<file path="src/rtl/rstseq_pkg.sv">
package rstseq_pkg;

   typedef enum logic [2:0] {
      SEQ_IDLE   = 3'd0,
      SEQ_TX_PUL = 3'd1,
      SEQ_TX_WT  = 3'd2,
      SEQ_RX_PUL = 3'd3,
      SEQ_RX_WT  = 3'd4,
      SEQ_UP     = 3'd5
   } seq_state_t;

endpackage

</file>
<file path="src/rtl/rstseq_sync.sv">
module rstseq_sync #(
   parameter int STAGES = 2
) (
   input  logic clk,
   input  logic rst,
   input  logic d_async,
   output logic q_sync
);
   logic [STAGES-1:0] chain;

   generate
      genvar gi;
      for (gi = 0; gi < STAGES; gi++) begin : g_stage
         if (gi == 0) begin : g_first
            always_ff @(posedge clk) begin
               if (rst) chain[0] <= 1'b0;
               else     chain[0] <= d_async;
            end
         end else begin : g_next
            always_ff @(posedge clk) begin
               if (rst) chain[gi] <= 1'b0;
               else     chain[gi] <= chain[gi-1];
            end
         end
      end
   endgenerate

   assign q_sync = chain[STAGES-1];
endmodule

</file>
<file path="src/rtl/rstseq_timer.sv">
module rstseq_timer #(
   parameter int LIMIT  = 1024,
   parameter bit ENABLE = 1'b1
) (
   input  logic clk,
   input  logic rst,
   input  logic run,
   output logic expired
);
   localparam int CNT_W = $clog2(LIMIT + 1);

   generate
      if (ENABLE) begin : g_on
         logic [CNT_W-1:0] cnt;
         always_ff @(posedge clk) begin
            if (rst || !run) cnt <= '0;
            else             cnt <= cnt + 1'b1;
         end
         assign expired = run && (cnt == CNT_W'(LIMIT - 1));
      end else begin : g_off
         assign expired = 1'b0;
      end
   endgenerate
endmodule

</file>
<file path="src/rtl/xcvr_rst_seq.sv">
module xcvr_rst_seq
   import rstseq_pkg::*;
#(
   parameter int TIMEOUT_CYC = 1024,
   parameter bit TIMEOUT_EN  = 1'b1,
   parameter int SYNC_STAGES = 2
) (
   input  logic clk,
   input  logic sys_rst,
   input  logic tx_done_in,
   input  logic rx_done_in,
   output logic tx_rst_pulse,
   output logic rx_rst_pulse,
   output logic tx_ready,
   output logic rx_ready
);
   initial begin
      assert (SYNC_STAGES >= 2) else $error("SYNC_STAGES must be at least 2");
      assert (TIMEOUT_CYC >= 4) else $error("TIMEOUT_CYC must be at least 4");
   end

   seq_state_t st, st_nx;
   logic tx_done_s, rx_done_s;
   logic tx_exp, rx_exp;
   logic in_tx_wait, in_rx_wait;

   rstseq_sync #(.STAGES(SYNC_STAGES)) u_tx_sync (
      .clk(clk), .rst(sys_rst), .d_async(tx_done_in), .q_sync(tx_done_s));
   rstseq_sync #(.STAGES(SYNC_STAGES)) u_rx_sync (
      .clk(clk), .rst(sys_rst), .d_async(rx_done_in), .q_sync(rx_done_s));

   assign in_tx_wait = (st == SEQ_TX_WT);
   assign in_rx_wait = (st == SEQ_RX_WT);

   rstseq_timer #(.LIMIT(TIMEOUT_CYC), .ENABLE(TIMEOUT_EN)) u_tx_tmr (
      .clk(clk), .rst(sys_rst), .run(in_tx_wait), .expired(tx_exp));
   rstseq_timer #(.LIMIT(TIMEOUT_CYC), .ENABLE(TIMEOUT_EN)) u_rx_tmr (
      .clk(clk), .rst(sys_rst), .run(in_rx_wait), .expired(rx_exp));

   // completion takes priority over expiry in both waits
   always_comb begin
      st_nx = st;
      unique case (st)
         SEQ_IDLE:   st_nx = SEQ_TX_PUL;
         SEQ_TX_PUL: st_nx = SEQ_TX_WT;
         SEQ_TX_WT: begin
            if (tx_done_s)   st_nx = SEQ_RX_PUL;
            else if (tx_exp) st_nx = SEQ_TX_PUL;
         end
         SEQ_RX_PUL: st_nx = SEQ_RX_WT;
         SEQ_RX_WT: begin
            if (rx_done_s)   st_nx = SEQ_UP;
            else if (rx_exp) st_nx = SEQ_RX_PUL;
         end
         SEQ_UP:     st_nx = SEQ_UP;
         default:    st_nx = SEQ_IDLE;
      endcase
   end

   always_ff @(posedge clk) begin
      if (sys_rst) st <= SEQ_IDLE;
      else         st <= st_nx;
   end

   assign tx_rst_pulse = (st == SEQ_TX_PUL);
   assign rx_rst_pulse = (st == SEQ_RX_PUL);
   assign tx_ready     = (st == SEQ_RX_PUL) || (st == SEQ_RX_WT) || (st == SEQ_UP);
   assign rx_ready     = (st == SEQ_UP);
endmodule

</file>
<file path="config.mk">
export PLATFORM = sky130hd
export DESIGN_NAME = xcvr_rst_seq
export DESIGN_NICKNAME = d
export VERILOG_FILES = /design/src/rtl/rstseq_pkg.sv /design/src/rtl/rstseq_sync.sv /design/src/rtl/rstseq_timer.sv /design/src/rtl/xcvr_rst_seq.sv
export SDC_FILE = /design/constraint.sdc
export NUM_CORES = 1
export LEC_CHECK = 0
export ABC_AREA = 1
export BUFFER_PORTS_ARGS = -buffer_cell sky130_fd_sc_hd__buf_2
export CORE_MARGIN = 8
export CORE_UTILIZATION = 58
export DETAILED_ROUTE_END_ITERATION = 6
export PLACE_DENSITY_LB_ADDON = 0.12
export SLEW_MARGIN = 20
export SYNTH_ARGS = -nofsm -noshare
export SYNTH_HDL_FRONTEND = slang
export SYNTH_HIERARCHICAL = 1
export SYNTH_SLANG_ARGS = --single-unit
</file>
<file path="constraint.sdc">
create_clock -name clk -period 1.65 [get_ports clk]
set_input_delay 0.0825 -clock clk [delete_from_list [all_inputs] [get_ports clk]]
set_output_delay 0.0825 -clock clk [all_outputs]
set_load 0.02 [all_outputs]
</file>
* Word level (Yosys, flattened, before mapping)
Cells that the tools add are included.
Word-level totals: output and inout bits 4, bits in latches 0, memories kept 0, input port bits 4, bits in read-only memories 0, bits in registers 29, word-level logic and storage cells 33, bits in writable memories 0
Operators by class: shifts and indexed selects 0, bitwise operators 0, equal/unequal tests 9, add/subtract/negate cells 2, div/mod/pow operators 0, magnitude comparators 0, reductions and logical operators 10, multiply operators 0, mux-type cells 5
Operators by type and width (number):
- $add A11 B1 Y11 const B | 2
- $eq A11 B10 Y1 const B | 2
- $pmux W3 S6 | 1
- $mux W3 | 4
- $eq A3 B2 Y1 const B | 2
- $eq A3 B3 Y1 const B | 2
- $ne A3 B3 Y1 const B | 2
- $logic_or A1 B1 Y1 | 4
- $eq A3 B1 Y1 const B | 1
- $logic_not A3 Y1 | 1
- $logic_and A1 B1 Y1 | 2
- $logic_not A1 Y1 | 2
- $reduce_and A2 Y1 | 1

* Logic depth before layout (Yosys ltp)
Gate-level depths: netlist (run 1).
depth in word-level cells 5, gate-level depth with buffers 12, mapped depth without buffers 12

* Modules after synthesis
Netlist (run 1), hierarchy kept.
Modules (own cells, without submodules):
- rstseq_timer | seq. area each 220.2 um2, area an instance 491.7 um2, cells an instance 67, instances 2
- xcvr_rst_seq | seq. area each 60.1 um2, area an instance 230.2 um2, cells an instance 38, instances 1
- rstseq_sync | seq. area each 40.0 um2, area an instance 55.1 um2, cells an instance 6, instances 2

* Least setup slack after synthesis (run 1)
Ideal clock, no wire load.
path kind reg-to-reg, start point register u_tx_tmr.g_on.cnt[0], end point register st[1], data required time 1584 ps, clock period less this slack 1379 ps, setup time 66 ps, arrival 1313 ps, stages on the path, launching flop included 12, buffers on the path 0, path slack 271 ps, cell sequence dfxtp_1 -> ha_1 -> nand2_1 -> nor2_4 -> nand3_2 -> nor2_1 -> nor2_1 -> nand3_1 -> nand2_1 -> inv_2 -> nand2_2 -> a21oi_2
On the way: cells in the longest elaborated chain, start to end 4
Ends and longest elaborated chain:
- from (decl) | line rstseq_timer.sv:14 | logic [CNT_W-1:0] cnt;
- from (signal assigned) | line rstseq_timer.sv:17 | else cnt <= cnt + 1'b1;
- $eq A11 B10 Y1 | line rstseq_timer.sv:19 | assign expired = run && (cnt == CNT_W'(LIMIT - 1));
- $logic_and A1 B1 Y1 | line rstseq_timer.sv:19
- named net tx_exp | line xcvr_rst_seq.sv:24 | logic tx_exp, rx_exp;
- $ne A3 B3 Y1 (no line)
- $reduce_and A2 Y1 (no line)
- to (signal assigned) | line xcvr_rst_seq.sv:62 | else st <= st_nx;
- to (decl) | line xcvr_rst_seq.sv:22 | seq_state_t st, st_nx;
The timed path passes the listed nets, and every way through them passes these cells. A chain may end at the register's enable or synchronous reset.

* Worst setup path in the final report (run 1)
start point register u_rx_tmr.g_on.cnt[0], end point register st[1]
On the way: cells in the longest elaborated chain, start to end 4
Ends and longest elaborated chain (line):
- from (decl) | rstseq_timer.sv:14
- from (signal assigned) | rstseq_timer.sv:17
- $eq A11 B10 Y1 | rstseq_timer.sv:19
- $logic_and A1 B1 Y1 | rstseq_timer.sv:19
- named net rx_exp | xcvr_rst_seq.sv:24
- $ne A3 B3 Y1 (no line)
- $reduce_and A2 Y1 (no line)
The timed path passes the listed nets, and every way through them passes these cells.

==> results of run 1 <==
-- per-stage QoR --
| step | total power [mW] | utilization (%) | setup TNS (ns) | setup slack, ns |
|---|---|---|---|---|
| after floorplan | 1.096 | - | 0 | 0.2709 |
| after global placement | 1.148 | 63.11 | 0 | 0.1458 |
| after detailed placement | 1.162 | 63.11 | 0 | 0.08763 |
| after CTS | 1.651 | 67.22 | 0 | 0.06701 |
| after global routing | 1.729 | 68.02 | -0.005097 | -0.005097 |
| final | 1.642 | 68.02 | 0 | 0.1387 |
-- cells by family (layout without fill, tap and decap cells) --
group | Yosys count | in the layout
xor+xnor | 2 | 2
fa+ha+maj | 2 | 2
flops | 29 | 29
compound gates | 19 | 19
buf+inv | 37 | 55
simple gates | 95 | 95
-- report_power, final --
group          switching (mW)  internal [mW]  total [mW]  leakage, nW
sequential             0.0646          0.744       0.808        0.236
clock                   0.242          0.247       0.488       0.0413
combinational           0.223          0.122       0.345        0.344
-- cells in the final DEF (no fill, tap or decap), types with 3 or more instances in the layout --
cell	Yosys	final
a21oi_1	10	10
buf_2	0	7
clkbuf_4	0	5
dfxtp_1	29	27
inv_1	34	34
nand2_1	30	30
nand3_1	17	17
nand3_2	5	5
nor2_1	31	31
nor2_2	4	4
nor2_4	4	4
nor3_1	3	3
o21ai_0	7	7
-- timing repair --
action                                  CTS  global route
endpoints found under the setup margin    0             1
setup buffers                             0             2
gates resized for setup                   0             2
hold buffers                              2             0
hold endpoints to repair                  2             0
-- worst max path at each step --
stage	endpoint	slack, ns	depth (start not counted)	startpoint
floorplan	st[1]	0.27	11	u_tx_tmr/g_on.cnt[0]
global placement	st[1]	0.15	11	u_tx_tmr/g_on.cnt[0]
detailed placement	st[1]	0.09	11	u_tx_tmr/g_on.cnt[0]
CTS	st[1]	0.07	11	u_tx_tmr/g_on.cnt[0]
global route	st[1]	-0.005	11	u_tx_tmr/g_on.cnt[0]
finish	st[1]	0.14	11	u_rx_tmr/g_on.cnt[0]
-- layout make-up --
type,instances,share of cell area (%)
Tap cell,28,2.351
Multi-Input combinational cell,118,40.05
Inverter,36,9.068
Timing Repair Buffer,11,4.702
Clock inverter,1,0.3359
Clock buffer,7,4.366
Sequential cell,29,39.13
-- cells in the mapped netlist --
master and count:
xnor2_1 2, a21oi_1 10, nand3_2 5, nand3_1 17, dfxtp_1 29, buf_6 1, nor3_1 3, ha_1 2
o21ai_1 1, nand2_2 1, nor2_2 4, o21ai_0 7, inv_1 34, nor2_1 31, nor2_4 4, a21oi_2 1
inv_2 2, nand2_1 30
-- flip-flops by register name (all words and copies together), names as in the netlist --
| register | cells |
|---|---|
| u_rx_tmr/g_on.cnt | 11 |
| u_tx_sync/q_sync | 1 |
| u_rx_sync/chain | 1 |
| u_rx_sync/q_sync | 1 |
| u_tx_tmr/g_on.cnt | 11 |
| u_tx_sync/chain | 1 |
| st | 3 |
-- worst max-delay path: cells and delay by family, from the launching register on --
family	cells	cell delay, ns
and+or+nand+nor	8	0.74
adders and majority gates	1	0.19
DFF	1	0.37
AOI/OAI and AO/OA	1	0.10
buffers and inverters	1	0.06
-- metal layers --
metal / global-route usage [%] / part of all wire, % / up-vias
met1: 11.21 / 41 / 523
met3: 5.749 / 4.8 / 5
met5: 0 / 0 / -
met2: 22.18 / 53 / 20
li1: - / - / 600
met4: 5.850 / 1.7 / 0
==> out/metrics.yaml, run 1 <==
status:
  status: "completed"
critical_path:
  worstPathRequired_ns: 1.92
  start_kind: "flip-flop"
  rrSetupSlack_ns: 0.14
  endpoint_kind: "flip-flop"
  critPathMaxStageDelay_ns: 0.37
  path_cells: "ha_1, nand2_1, nor2_4, nand3_2, nor2_1, nor2_1, nand3_1, nand2_1, inv_2, nand2_2, a21oi_2"
  slowest_stage: "dfxtp_1"
  rr_worst_depth: 11
  r2r-start: "u_rx_tmr/g_on.cnt[0]"
  r2r_end: "st[1]"
  critPathMaxFanout: 5
  crit_type: "reg2reg"
  worstPathArrival_ns: 1.78
min_path:
  min_path_type: "in2reg"
  hold_end: "st[1]"
  min_from: "sys_rst"
  whs_path_depth: 2
yosys:
  seq_area_frac_synth_pct: 43.86
  synth.largest_area_cell: "dfxtp_1"
  yosys.area_share.simple_pct: 34.40
  syn-num-nets: 190
  synthXorXnorAreaFrac_pct: 1.323
  synth-compound-area-share_pct: 7.467
  synthTopCellsByArea: "dfxtp_1 (44%), inv_1 (9.6%), nor2_1 (8.8%)"
  ys_ff_latch: 29
  yosysTopAreaCellShare_pct: 43.86
  synth_top_family_by_area: "simple AND/OR/NAND/NOR gates"
  avgSynthCellArea_um2: 7.194
  synthAdderAreaFrac_pct: 1.890
  syn_area_um2: 1324
  synth_mux_area_share_pct: 0
  synth_warnings: 6
  synth_cells: 184
  synth_cell_type_count: 18
layout:
  nFillCells: 191
  area_growth_pct: 12.57
  diodes: 0
  final_cell_area_um2: 1490
  ff_latch_area_um2: 583.1
  drive_gt1_share_pct: 17.82
  final_net_count: 207
  multi_input_area_um2: 596.8
  instances_no_fill: 230
global_routing:
  grt_pass1_wl_um: 3891
  grt_start_max_net_pins: 10
  grt_use_total_pct: 12.18
  grt_antenna_before_repair: 0
  grt_pass1_vias: 994
  gr-total-overflow: 0
power:
  leakagePower_nw: 0.6214
  powerDensity_nw_per_um2: 1102
  ir_drop_uv: 1005
clock_network:
  cts.sinks: 29
  cts_max_level: 2
  clk_latency_ns: 0.32
  clockBufferDepth: 2
  clkSlewWorstSetupHoldPaths_ns: 0.09
  cts_inserted_buffers: 5
  cts-root-buf: "clkbuf_4"
  cts_tree: "built"
drt:
  drtIter0Drc: 52
  drc: 0
  wire_per_inst_um: 10.48
  via_per_inst: 4.991
  dr.pass1.iters: 4
  postRouteWirelength_um: 2410
  drtAntennaViolNets: 0
  routed-via-count: 1148
floorplanning:
  start_util_pct: 60.42
  die-width_um: 63.78
  rows: 17
  die_area_um2: 4067
  core_um2: 2191
  die_y_um: 63.78
  io_pins: 8
sta:
  finalCritPeriodShare_pct: 91.59
  fin_skew_ns: 0.008016
  finalSetupViolations: 0
  tightestPinTransition_ns: 0.2893
  slew-limit-headroom_pct: 80.69
  holdWs_ns: 0.07112
  max_freq_mhz: 661.7
  layout_min_cycle_time_ns: 1.511
  final_hold_viol_count: 0
  drv_slew: 0
place:
  place_inst: 218
  dpl_cell_area_um2: 1383
  gp_congestion: 0.7864
  hpwl_um: 1748
  place.port_buffers: 7
flow_run:
  maxCapViolCount: 0
Note: power is estimated with default switching activity, not from simulation.
==> inputs of run 2 (changes only) <==
PLACE_DENSITY = 0.83   (was not set)
PLACE_DENSITY_LB_ADDON = not set   (was 0.12)
==> run 2 against run 1 <==
Compared with the run above: power increased by 7.5%; sequential share of layout area decreased by 0.49 points; clock power increased by 25%; sequential cell count unchanged; hold slack got worse by 0.028 ns; die area unchanged; utilization increased by 0.57 points; count of clock-buffer cells in the layout unchanged; critical endpoint unchanged; critical path type unchanged; setup slack improved by 0.036 ns.
==> out/metrics.yaml, run 2 (synthesis results as in run 1) <==
layout:
  drive_gt1_share_pct: 16.34
  area_growth_pct: 13.52
  mostFrequentLayoutCells: "inv_1 (34), nor2_1 (31), nand2_1 (30)"
  final_net_count: 207
  layout_commonest_cell: "inv_1"
  final_util_pct: 68.59
  top_regs: "u_rx_tmr/g_on.cnt (11), u_tx_tmr/g_on.cnt (11), st (3)"
  final_cell_area_um2: 1503
  diodes: 0
sta:
  max_freq_mhz: 677.6
  finalCritPeriodShare_pct: 89.44
  tightestPinTransition_ns: 0.2762
  layout_min_cycle_time_ns: 1.476
  rsz0062_at_grt: "false"
  slew-limit-headroom_pct: 81.56
  drv_slew: 0
  tns_ns: 0
  finalSetupViolations: 0
  final_hold_viol_count: 0
  fin_skew_ns: 0.01528
  holdWs_ns: 0.04328
critical_path:
  critPathMaxStageDelay_ns: 0.37
  endpoint_kind: "flip-flop"
  worstPathRequired_ns: 1.93
  slowest_stage: "dfxtp_1"
  worstPathArrival_ns: 1.76
  critPathBufInv: 1
  rrSetupSlack_ns: 0.17
  critPathTopFamily: "simple AND/OR/NAND/NOR gates"
  r2r_end: "st[1]"
  rr_worst_depth: 11
  start_kind: "flip-flop"
  critPathMaxFanout: 3
  crit_type: "reg2reg"
  path_cells: "ha_1, nand2_1, nor2_4, nand3_2, nor2_1, nor2_1, nand3_1, nand2_1, inv_2, nand2_2, a21oi_2"
  r2r-start: "u_tx_tmr/g_on.cnt[0]"
flow_run:
  maxCapViolCount: 0
floorplanning:
  die-width_um: 63.78
  die_y_um: 63.78
  io_pins: 8
  rows: 17
  die_area_um2: 4067
  start_util_pct: 60.42
  core_um2: 2191
power:
  powerDensity_nw_per_um2: 1175
  total_power_mw: 1.766
  ir_drop_uv: 894.3
  leakagePower_nw: 0.6246
status:
  status: "completed"
place:
  hpwl_um: 1763
  dpl_cell_area_um2: 1383
  gp_congestion: 0.8443
  place.port_buffers: 7
global_routing:
  grt_pass1_wl_um: 4388
  gr-total-overflow: 0
  grt_start_max_net_pins: 10
  grt_pass1_vias: 1148
  grt_use_total_pct: 13.59
  grt_antenna_before_repair: 0
clock_network:
  clockBufferDepth: 2
  cts.sinks: 29
  clkSlewWorstSetupHoldPaths_ns: 0.10
  cts_max_level: 2
  cts-root-buf: "clkbuf_4"
  cts-resized-gates: 0
  cts_tree: "built"
  clk_latency_ns: 0.33
  cts_inserted_buffers: 5
drt:
  via_per_inst: 4.952
  postRouteWirelength_um: 2475
  drtIter0Drc: 55
  drtAntennaViolNets: 0
  wire_per_inst_um: 10.76
  routed-via-count: 1139
  dr.pass1.iters: 4
  drc: 0
min_path:
  min_from: "sys_rst"
  hold_end: "st[1]"
  whs_path_depth: 2
  min_path_type: "in2reg"
run 2: changes by cell type in the layout (fill, tap and decap cells not counted), sizes merged:
cell | previous run | this run
clkinv | 1 | 0
bufinv | 0 | 1
run 2: final cells by class:
| class | count | area, um^2 |
|---|---|---|
| multi-input combinational | 118 | 596.8 |
| timing repair buffer | 11 | 70.07 |
| sequential | 29 | 580.6 |
| clock inverter | 1 | 30.03 |
| fill | 185 | 688.2 |
| tap | 28 | 35.03 |
| clock buffer | 7 | 55.05 |
| inverter | 36 | 135.1 |
run 2: layer usage:
| layer | up-vias | global-route usage (%) | share of wire [%] |
|---|---|---|---|
| met5 | - | 0 | 0 |
| met4 | 0 | 6.964 | 0.69 |
| met3 | 2 | 6.446 | 3.7 |
| met2 | 9 | 24.71 | 55 |
| met1 | 526 | 12.35 | 41 |
| li1 | 602 | - | - |
run 2: worst max path at each step:
| stage | from | end | slack [ns] | cells after the start |
|---|---|---|---|---|
| after global routing | u_tx_tmr/g_on.cnt[0] | st[1] | 0.008 | 11 |
| after detailed placement | u_tx_tmr/g_on.cnt[0] | st[1] | 0.10 | 11 |
| after CTS | u_tx_tmr/g_on.cnt[0] | st[1] | 0.09 | 11 |
| after global placement | u_tx_tmr/g_on.cnt[0] | st[1] | 0.16 | 11 |
| after floorplan | u_tx_tmr/g_on.cnt[0] | st[1] | 0.27 | 11 |
| final | u_tx_tmr/g_on.cnt[0] | st[1] | 0.17 | 11 |
run 2: timing repair:
item,4_1_cts,5_1_grt
endpoints found under the setup margin,0,1
setup buffers,0,2
endpoints found under the hold margin,2,0
hold buffers,2,0
run 2: metrics by stage:
| stage | std cells | setup slack [ns] |
|---|---|---|
| 2_1_floorplan | 184 | 0.2709 |
| 3_3_place_gp | 218 | 0.1642 |
| 3_5_place_dp | 218 | 0.1010 |
| 4_1_cts | 228 | 0.09077 |
| 5_1_grt | 230 | 0.008216 |
| 6_report | 230 | 0.1743 |
run 2: power by group:
part           internal [mW]  switching [mW]  leakage (nW)
registers              0.741          0.0635         0.235
clock network          0.362           0.248        0.0455
logic                  0.121           0.229         0.344
